`src/rtl/dct_pkg.sv`:
```
package dct_pkg;

    localparam int BLK_N     = 8;
    localparam int BLK_CELLS = BLK_N * BLK_N;
    localparam int IDX_W     = $clog2(BLK_N);
    localparam int CELL_W    = $clog2(BLK_CELLS);
    localparam int COS_FRAC  = 15;
    localparam int COS_W     = COS_FRAC + 2;   // room for +1.0 = 32768 and sign

    // Shared-multiplier schedule: 8 MACs per pass-1 sum,
    // 8 MACs plus one normalizing multiply per output coefficient.
    localparam int ROW_CYC   = BLK_CELLS * BLK_N;
    localparam int COL_CYC   = BLK_CELLS * (BLK_N + 1);
    localparam int XFORM_CYC = ROW_CYC + COL_CYC;

    // Normalization constants (1/4 * C(u) * C(v)) before the fixed /4 shift.
    localparam logic signed [COS_W-1:0] NRM_DC   = COS_W'(16383);
    localparam logic signed [COS_W-1:0] NRM_EDGE = COS_W'(23170);
    localparam logic signed [COS_W-1:0] NRM_AC   = COS_W'(32768);

    typedef enum logic [1:0] {
        PH_IDLE,
        PH_ROWS,
        PH_COLS,
        PH_NORM
    } phase_e;

    typedef struct packed {
        logic [IDX_W-1:0] outer;
        logic [IDX_W-1:0] mid;
        logic [IDX_W-1:0] inner;
    } step_t;

    // Q15 cosine of pi*(2i+1)*k/16, built from the first-octant values by symmetry.
    function automatic logic signed [COS_W-1:0] cos_q15(input int i, input int k);
        int  m;
        int  mag;
        logic neg;
        m = ((2 * i + 1) * k) % (4 * BLK_N);
        if (m > 2 * BLK_N) m = 4 * BLK_N - m;
        neg = (m > BLK_N);
        if (neg) m = 2 * BLK_N - m;
        case (m)
            0:       mag = 32768;
            1:       mag = 32138;
            2:       mag = 30273;
            3:       mag = 27245;
            4:       mag = 23170;
            5:       mag = 18204;
            6:       mag = 12539;
            7:       mag = 6392;
            default: mag = 0;
        endcase
        return COS_W'(neg ? -mag : mag);
    endfunction

endpackage

```
`src/rtl/dct_coef_rom.sv`:
```
module dct_coef_rom
    import dct_pkg::*;
(
    input  logic [IDX_W-1:0]        cos_row,
    input  logic [IDX_W-1:0]        cos_col,
    input  logic [IDX_W-1:0]        nrm_u,
    input  logic [IDX_W-1:0]        nrm_v,
    output logic signed [COS_W-1:0] cos_val,
    output logic signed [COS_W-1:0] nrm_val
);

    logic signed [COS_W-1:0] tbl [BLK_CELLS];

    for (genvar g = 0; g < BLK_CELLS; g++) begin : g_tbl
        assign tbl[g] = cos_q15(g / BLK_N, g % BLK_N);
    end

    assign cos_val = tbl[{cos_row, cos_col}];

    always_comb begin
        unique case ({nrm_u == '0, nrm_v == '0})
            2'b11:        nrm_val = NRM_DC;
            2'b10, 2'b01: nrm_val = NRM_EDGE;
            default:      nrm_val = NRM_AC;
        endcase
    end

endmodule

```
`src/rtl/dct_mac.sv`:
```
module dct_mac #(
    parameter int A_W = 31,
    parameter int B_W = 17
) (
    input  logic                      clk,
    input  logic                      rst,
    input  logic                      en,
    input  logic                      first,
    input  logic signed [A_W-1:0]     op_a,
    input  logic signed [B_W-1:0]     op_b,
    output logic signed [A_W+B_W-1:0] prod,
    output logic signed [A_W+B_W-1:0] sum_nx,
    output logic signed [A_W-1:0]     acc_lo
);

    localparam int P_W = A_W + B_W;

    logic signed [P_W-1:0] acc_q;

    assign prod   = op_a * op_b;
    assign sum_nx = (first ? P_W'(0) : acc_q) + prod;
    assign acc_lo = acc_q[A_W-1:0];

    always_ff @(posedge clk) begin
        if (rst) begin
            acc_q <= '0;
        end else if (en) begin
            acc_q <= sum_nx;
        end
    end

endmodule

```
`src/rtl/dct_seq.sv`:
```
module dct_seq
    import dct_pkg::*;
(
    input  logic   clk,
    input  logic   rst,
    input  logic   go,
    output phase_e phase,
    output step_t  step,
    output logic   busy,
    output logic   mac_en,
    output logic   mac_first,
    output logic   tmp_we,
    output logic   out_we,
    output logic   finish
);

    localparam logic [IDX_W-1:0] LAST = IDX_W'(BLK_N - 1);

    phase_e ph_q;
    step_t  st_q;

    always_ff @(posedge clk) begin
        if (rst) begin
            ph_q <= PH_IDLE;
            st_q <= '0;
        end else begin
            unique case (ph_q)
                PH_IDLE: begin
                    if (go) begin
                        ph_q <= PH_ROWS;
                        st_q <= '0;
                    end
                end
                PH_ROWS: begin
                    st_q.inner <= st_q.inner + 1'b1;
                    if (st_q.inner == LAST) begin
                        st_q.mid <= st_q.mid + 1'b1;
                        if (st_q.mid == LAST) begin
                            st_q.outer <= st_q.outer + 1'b1;
                            if (st_q.outer == LAST) ph_q <= PH_COLS;
                        end
                    end
                end
                PH_COLS: begin
                    st_q.inner <= st_q.inner + 1'b1;
                    if (st_q.inner == LAST) ph_q <= PH_NORM;
                end
                PH_NORM: begin
                    st_q.mid <= st_q.mid + 1'b1;
                    if (st_q.mid == LAST) st_q.outer <= st_q.outer + 1'b1;
                    if (st_q.mid == LAST && st_q.outer == LAST) ph_q <= PH_IDLE;
                    else                                        ph_q <= PH_COLS;
                end
                default: ph_q <= PH_IDLE;
            endcase
        end
    end

    assign phase     = ph_q;
    assign step      = st_q;
    assign busy      = (ph_q != PH_IDLE);
    assign mac_en    = (ph_q == PH_ROWS) || (ph_q == PH_COLS);
    assign mac_first = (st_q.inner == '0);
    assign tmp_we    = (ph_q == PH_ROWS) && (st_q.inner == LAST);
    assign out_we    = (ph_q == PH_NORM);
    assign finish    = (ph_q == PH_NORM) && (st_q.mid == LAST) && (st_q.outer == LAST);

endmodule

```
`src/rtl/dct_fdct_8x8.sv`:
```
module dct_fdct_8x8
    import dct_pkg::*;
#(
    parameter int PIX_W  = 8,
    parameter int COEF_W = 16,
    parameter int QSHIFT = 6
) (
    input  logic                     clk,
    input  logic                     rst,
    input  logic                     push,
    input  logic signed [PIX_W-1:0]  pix_in,
    input  logic                     start,
    input  logic                     pop,
    output logic                     busy,
    output logic                     done,
    output logic signed [COEF_W-1:0] coef_out
);

    // Pass-1 result: sum of 8 pixels times at most 1.0, back at integer scale.
    localparam int TMP_W   = PIX_W + IDX_W + 1;
    // Pass-2 sum in Q15: 8 partials times at most 1.0.
    localparam int MUL_A_W = TMP_W + IDX_W + COS_FRAC + 1;
    localparam int P_W     = MUL_A_W + COS_W;
    // Two Q15 scalings, the 1/4 factor and the quantizer in one shift.
    localparam int NORM_SH = 2 * COS_FRAC + 2 + QSHIFT;
    localparam logic [CELL_W:0] FULL = (CELL_W + 1)'(BLK_CELLS);

    logic signed [PIX_W-1:0]  ibuf [BLK_CELLS];
    logic signed [TMP_W-1:0]  tbuf [BLK_CELLS];
    logic signed [COEF_W-1:0] obuf [BLK_CELLS];

    logic [CELL_W-1:0] wr_idx;
    logic [CELL_W-1:0] rd_idx;
    logic [CELL_W:0]   fill;
    logic              done_q;

    phase_e phase;
    step_t  step;
    logic   seq_busy, mac_en, mac_first, tmp_we, out_we, finish;
    logic   go;

    logic [IDX_W-1:0]        rom_row, rom_col;
    logic signed [COS_W-1:0] cos_val, nrm_val;

    logic signed [MUL_A_W-1:0] op_a;
    logic signed [COS_W-1:0]   op_b;
    logic signed [P_W-1:0]     prod, sum_nx;
    logic signed [MUL_A_W-1:0] acc_lo;

    logic signed [TMP_W-1:0]   tmp_val;
    logic signed [COEF_W-1:0]  coef_val;

    assign go = start && !seq_busy && (fill == FULL);

    dct_seq u_seq (
        .clk       (clk),
        .rst       (rst),
        .go        (go),
        .phase     (phase),
        .step      (step),
        .busy      (seq_busy),
        .mac_en    (mac_en),
        .mac_first (mac_first),
        .tmp_we    (tmp_we),
        .out_we    (out_we),
        .finish    (finish)
    );

    dct_coef_rom u_rom (
        .cos_row (rom_row),
        .cos_col (rom_col),
        .nrm_u   (step.outer),
        .nrm_v   (step.mid),
        .cos_val (cos_val),
        .nrm_val (nrm_val)
    );

    // Operand routing for the single multiplier.
    always_comb begin
        rom_row = step.inner;
        rom_col = step.mid;
        op_a    = '0;
        op_b    = '0;
        unique case (phase)
            PH_ROWS: begin
                // D[x=outer][y=inner] * K[y][v=mid]
                op_a = MUL_A_W'(ibuf[{step.outer, step.inner}]);
                op_b = cos_val;
            end
            PH_COLS: begin
                // T[x=inner][v=mid] * K[x][u=outer]
                rom_col = step.outer;
                op_a    = MUL_A_W'(tbuf[{step.inner, step.mid}]);
                op_b    = cos_val;
            end
            PH_NORM: begin
                op_a = acc_lo;
                op_b = nrm_val;
            end
            default: begin
                op_a = '0;
                op_b = '0;
            end
        endcase
    end

    dct_mac #(
        .A_W (MUL_A_W),
        .B_W (COS_W)
    ) u_mac (
        .clk    (clk),
        .rst    (rst),
        .en     (mac_en),
        .first  (mac_first),
        .op_a   (op_a),
        .op_b   (op_b),
        .prod   (prod),
        .sum_nx (sum_nx),
        .acc_lo (acc_lo)
    );

    assign tmp_val  = TMP_W'(sum_nx >>> COS_FRAC);
    assign coef_val = COEF_W'(prod >>> NORM_SH);

    // Input tile storage.
    always_ff @(posedge clk) begin
        if (push && !seq_busy) begin
            ibuf[wr_idx] <= pix_in;
        end
    end

    // Pass-1 partial sums.
    always_ff @(posedge clk) begin
        if (tmp_we) begin
            tbuf[{step.outer, step.mid}] <= tmp_val;
        end
    end

    // Output coefficient storage.
    always_ff @(posedge clk) begin
        if (rst) begin
            for (int i = 0; i < BLK_CELLS; i++) obuf[i] <= '0;
        end else if (out_we) begin
            obuf[{step.outer, step.mid}] <= coef_val;
        end
    end

    // Positions, load count and completion flag.
    always_ff @(posedge clk) begin
        if (rst) begin
            wr_idx <= '0;
            rd_idx <= '0;
            fill   <= '0;
            done_q <= 1'b0;
        end else begin
            if (finish) begin
                wr_idx <= '0;
                rd_idx <= '0;
                fill   <= '0;
            end else begin
                if (push && !seq_busy) begin
                    wr_idx <= wr_idx + 1'b1;
                    if (fill != FULL) fill <= fill + 1'b1;
                end
                if (pop && !seq_busy) begin
                    rd_idx <= rd_idx + 1'b1;
                end
            end
            if (finish)  done_q <= 1'b1;
            else if (go) done_q <= 1'b0;
        end
    end

    assign busy     = seq_busy;
    assign done     = done_q;
    assign coef_out = obuf[rd_idx];

endmodule

```
`config.mk`:
```
export PLATFORM = sky130hd
export DESIGN_NAME = dct_fdct_8x8
export DESIGN_NICKNAME = d
export VERILOG_FILES = /design/src/rtl/dct_pkg.sv /design/src/rtl/dct_coef_rom.sv /design/src/rtl/dct_mac.sv /design/src/rtl/dct_seq.sv /design/src/rtl/dct_fdct_8x8.sv
export SDC_FILE = /design/constraint.sdc
export NUM_CORES = 2
export LEC_CHECK = 0
export BUFFER_PORTS_ARGS = -buffer_cell sky130_fd_sc_hd__buf_2
export CORE_MARGIN = 4
export CORE_UTILIZATION = 58
export DETAILED_ROUTE_END_ITERATION = 8
export GPL_TIMING_DRIVEN = 0
export PLACE_DENSITY = 0.79
export SETUP_SLACK_MARGIN = 0.15
export SLEW_MARGIN = 0
export SYNTH_ARGS = -nofsm -noshare
export SYNTH_HDL_FRONTEND = slang
export SYNTH_SLANG_ARGS = --single-unit
```
`constraint.sdc`:
```
create_clock -name clk -period 10.49 [get_ports clk]
set_clock_uncertainty 0.05 [all_clocks]
set_input_delay 2.6225 -clock clk [delete_from_list [all_inputs] [get_ports clk]]
set_output_delay 2.6225 -clock clk [all_outputs]
set_load 0.1 [all_outputs]
```
==> results_dict.tcl <==
set metrics [dict create \
    cpMaxStageDelayCell "o211ai_1" \
    clockRootBuffer "clkbuf_16" \
    synth_top_family_by_area "adder cells" \
    netlist.area_leader.share 0.560 \
    holdPathStages 2 \
    r2r_setup_slack_ns -0.47 \
    layout_min_cycle_time_ns 10.96 \
    synthAdderAreaFrac 0.120 \
    ios 31 \
    drtPass1Iterations 9 \
    dp_hpwl_mm 240 \
    syn_area_sq_um 103000 \
    worstSkewPairLatency_ns 0.86 \
    synth_cells 7387 \
    synth_edf_count 1920 \
    dr_total_vias 72440 \
    crit_fanout 8 \
    wl_per_cell_um 35.1 \
    power_density_nw_per_um2 136 \
    hold_ws_ns 0.470 \
    post-synth-top-count-cell "edfxtp_1" \
    drive_above_1_share 0.225 \
    totalWireLength_mm 366 \
    nNetsFinal 8608 \
    cp-end-kind "register" \
    cts_buffers 194 \
    crit_path_start_kind "register" \
    vias_per_cell 6.94 \
    cp.required_ns 11.17 \
    finalMaxSlewViolations 13 \
    area_growth_pct 16.8 \
    timing.rr.end "u_mac.acc_q[30]$_SDFFE_PP0P_" \
    status "complete, but fails checks" \
    drcViolationCount 0 \
    timing.rr.start "u_seq.step[4]$_SDFFE_PP0P_" \
    min_to "fill[6]$_SDFFE_PP0P_" \
    core_region_area_sq_um 176000 \
    finalHoldViolations 0 \
    synth-simple-area-share 0.0751 \
    antenna_found_initial 27 \
    total_power_w 0.0164 \
    grt_overflow 0 \
    p_leak_nw 39.7 \
    synth-xor-area-share 0.00731 \
    peakVddDrop_mv 0.252 \
    clock-sinks 1988 \
    die_w_um 429 \
    synth_area_leaders "edfxtp_1 56%, fa_1 9.9%, mux4_2 8.5%" \
    synth-seq-area-share 0.573 \
    hp-class "reg -> reg" \
    cap_violations 2 \
    async_flop_share 0 \
    hold_buffers 0 \
    relSlewSlack -0.00749 \
    muxShareOfSynthArea 0.112 \
    grt.total_usage 0.384 \
    grt_max_degree 65 \
    port_buffers 29 \
    synth_ff_type "edfxtp_1" \
    hold_path.startpoint "fill[6]$_SDFFE_PP0P_" \
    path_common_cell "fa_1" \
    synth_common_cells "1920 x edfxtp_1, 927 x nor2_1, 548 x inv_1" \
    reg2reg_depth 45 \
    cts_buffer_depth 3 \
    grt_pass1_wl_mm 504 \
    grt_pass1_vias 70671 \
    ctsHtreeMaxLevel 4 \
    drt-initial-drc-count 12789 \
    rows 154 \
    critPathMaxStageDelay_ns 0.69 \
    synth_largest_area_cell "edfxtp_1" \
    ys_seq_elements 1988 \
    path_clk_slew_ns 0.07 \
    synth.avg_cell_area_sq_um 13.9 \
    layout_setup_ws_ns -0.475 \
    cts_tree "yes" \
    die-area_sq_um 184000 \
    die_height_um 429 \
    ys_types 87 \
    critPathArrivalTime_ns 11.65 \
    worstSetupPathType "reg -> reg" \
    setup_viol 941 \
    gp_congestion 1.03 \
    antenna_left 0 \
    yosysWarnings 0 \
    rsz0062_at_grt "true" \
    synth-compound-area-share 0.0677 \
    post-route-period-util 1.05 \
    worst_pin_slew_ns 1.51 \
    fmax_mhz 91.2 \
    syn-num-nets 8084 \
    initial_utilization 0.584 \
    violations "capacitance limit, slew limit, setup timing" \
]
[final cells by class]
type	instances	area (sq um)
flip-flops and latches	1988	59000
inverters	554	2100
clock buffers	249	5180
multi-input cells	4292	41900
fillers	11439	56000
clock inverters	113	1140
repair buffers	330	3790
plain buffers	551	4210
diodes	16	40.0
well taps	2340	2930
[state kept, by name (all words and copies together) (netlist names), named ones only]
signal	count
tbuf	768
obuf	640
ibuf	512
u_mac.acc_q	31
u_seq.step	9
fill	7
rd_idx	6
wr_idx	6
u_seq.phase	2
done	1
[layout by cell type (no fill, tap or decap), drive strengths merged, types with 13 or more instances in the layout]
master  instances
edfxtp       1920
nor2          927
clkbuf        612
inv           554
buf           513
fa            508
mux4          396
a21oi         336
nand2         332
o21ai         280
nor3          178
ha            176
mux2i         157
clkinv         93
mux2           92
and2           82
a21o           71
nand3          68
dfxtp          68
a221oi         66
xnor2          59
nand2b         55
a22oi          53
or2            37
nor2b          33
o211ai         31
a31oi          29
xor2           27
o22ai          26
a211oi         24
o221ai         22
a221o          19
o311ai         17
diode          16
bufinv         14
o21a           14
and3           14
a22o           13
[worst max-delay path by stage]
| stage | startpoint | endpoint | slack [ns] | cells past startpoint |
|---|---|---|---|---|
| after floorplan | u_seq.phase[0]$_SDFFE_PP0P_ | tbuf[0][6]$_DFFE_PP_ | 0.13 | 39 |
| after CTS | u_seq.step[3]$_SDFFE_PP0P_ | tbuf[53][4]$_DFFE_PP_ | -0.06 | 44 |
| after global routing | u_seq.step[4]$_SDFFE_PP0P_ | u_mac.acc_q[30]$_SDFFE_PP0P_ | -0.57 | 47 |
| after detailed placement | u_seq.step[4]$_SDFFE_PP0P_ | obuf[49][8]$_SDFFCE_PN0P_ | -3.78 | 36 |
| after global placement | u_seq.step[5]$_SDFFE_PP0P_ | tbuf[62][2]$_DFFE_PP_ | -5.12 | 34 |
| final | u_seq.step[4]$_SDFFE_PP0P_ | u_mac.acc_q[30]$_SDFFE_PP0P_ | -0.47 | 45 |
[critical path: cells and delay by family (launching register included)]
kind	cells	cell delay, ns
buffers and inverters	11	1.37
and+or+nand+nor	6	0.69
adders and majority gates	8	3.68
DFF	1	0.34
xor gates and xnor gates	2	0.47
AOI/OAI and AO/OA	17	3.78
muxes	1	0.35
[per-stage QoR]
step	utilization	instances	instance area [sq um]	TNS [ns]	setup slack [ns]
after floorplan	-	7387	103000	0	0.131
after global placement	0.603	9756	106000	-5799.31	-5.12
after detailed placement	0.608	9805	107000	-4135.12	-3.78
after CTS	0.668	10307	118000	-2.78	-0.0614
after global routing	0.682	10420	120000	-244.51	-0.575
final	0.682	10433	120000	-178.51	-0.475
[metal layers]
layer	up-vias	GRT usage	share of wire
li1	28086	-	-
met1	36068	0.482	0.33
met2	6645	0.578	0.44
met3	1629	0.125	0.14
met4	12	0.246	0.084
met5	-	0.00286	0.00030
[where the power goes]
| part | leakage [nW] | total, W | internal [W] | switching, W |
|---|---|---|---|---|
| clock network | 3.08 | 0.00701 | 0.00387 | 0.00314 |
| logic | 19.1 | 0.000586 | 0.000211 | 0.000375 |
| registers | 17.5 | 0.00882 | 0.00877 | 0.0000432 |
| total | 39.7 | 0.0164 | 0.0129 | 0.00356 |
[cell families (layout without fill, tap and decap cells)]
| family | after synthesis | count (layout) |
|---|---|---|
| flip-flops | 1988 | 1988 |
| AND/OR/NAND/NOR | 1780 | 1780 |
| buffers and inverters | 1107 | 1797 |
| AO/OA/AOI/OAI | 1097 | 1097 |
| adder cells (fa/ha/maj) | 684 | 684 |
| multiplexers | 645 | 645 |
| XOR/XNOR | 86 | 86 |
| other | 0 | 16 |
[what timing repair did]
action	4_1_cts	5_1_grt
gates cloned	6	33
setup buffers	135	74
pin swaps	81	99
endpoints found under the setup margin	1429	1362
gates resized for setup	850	333
(Power assumes the default switching activity.)
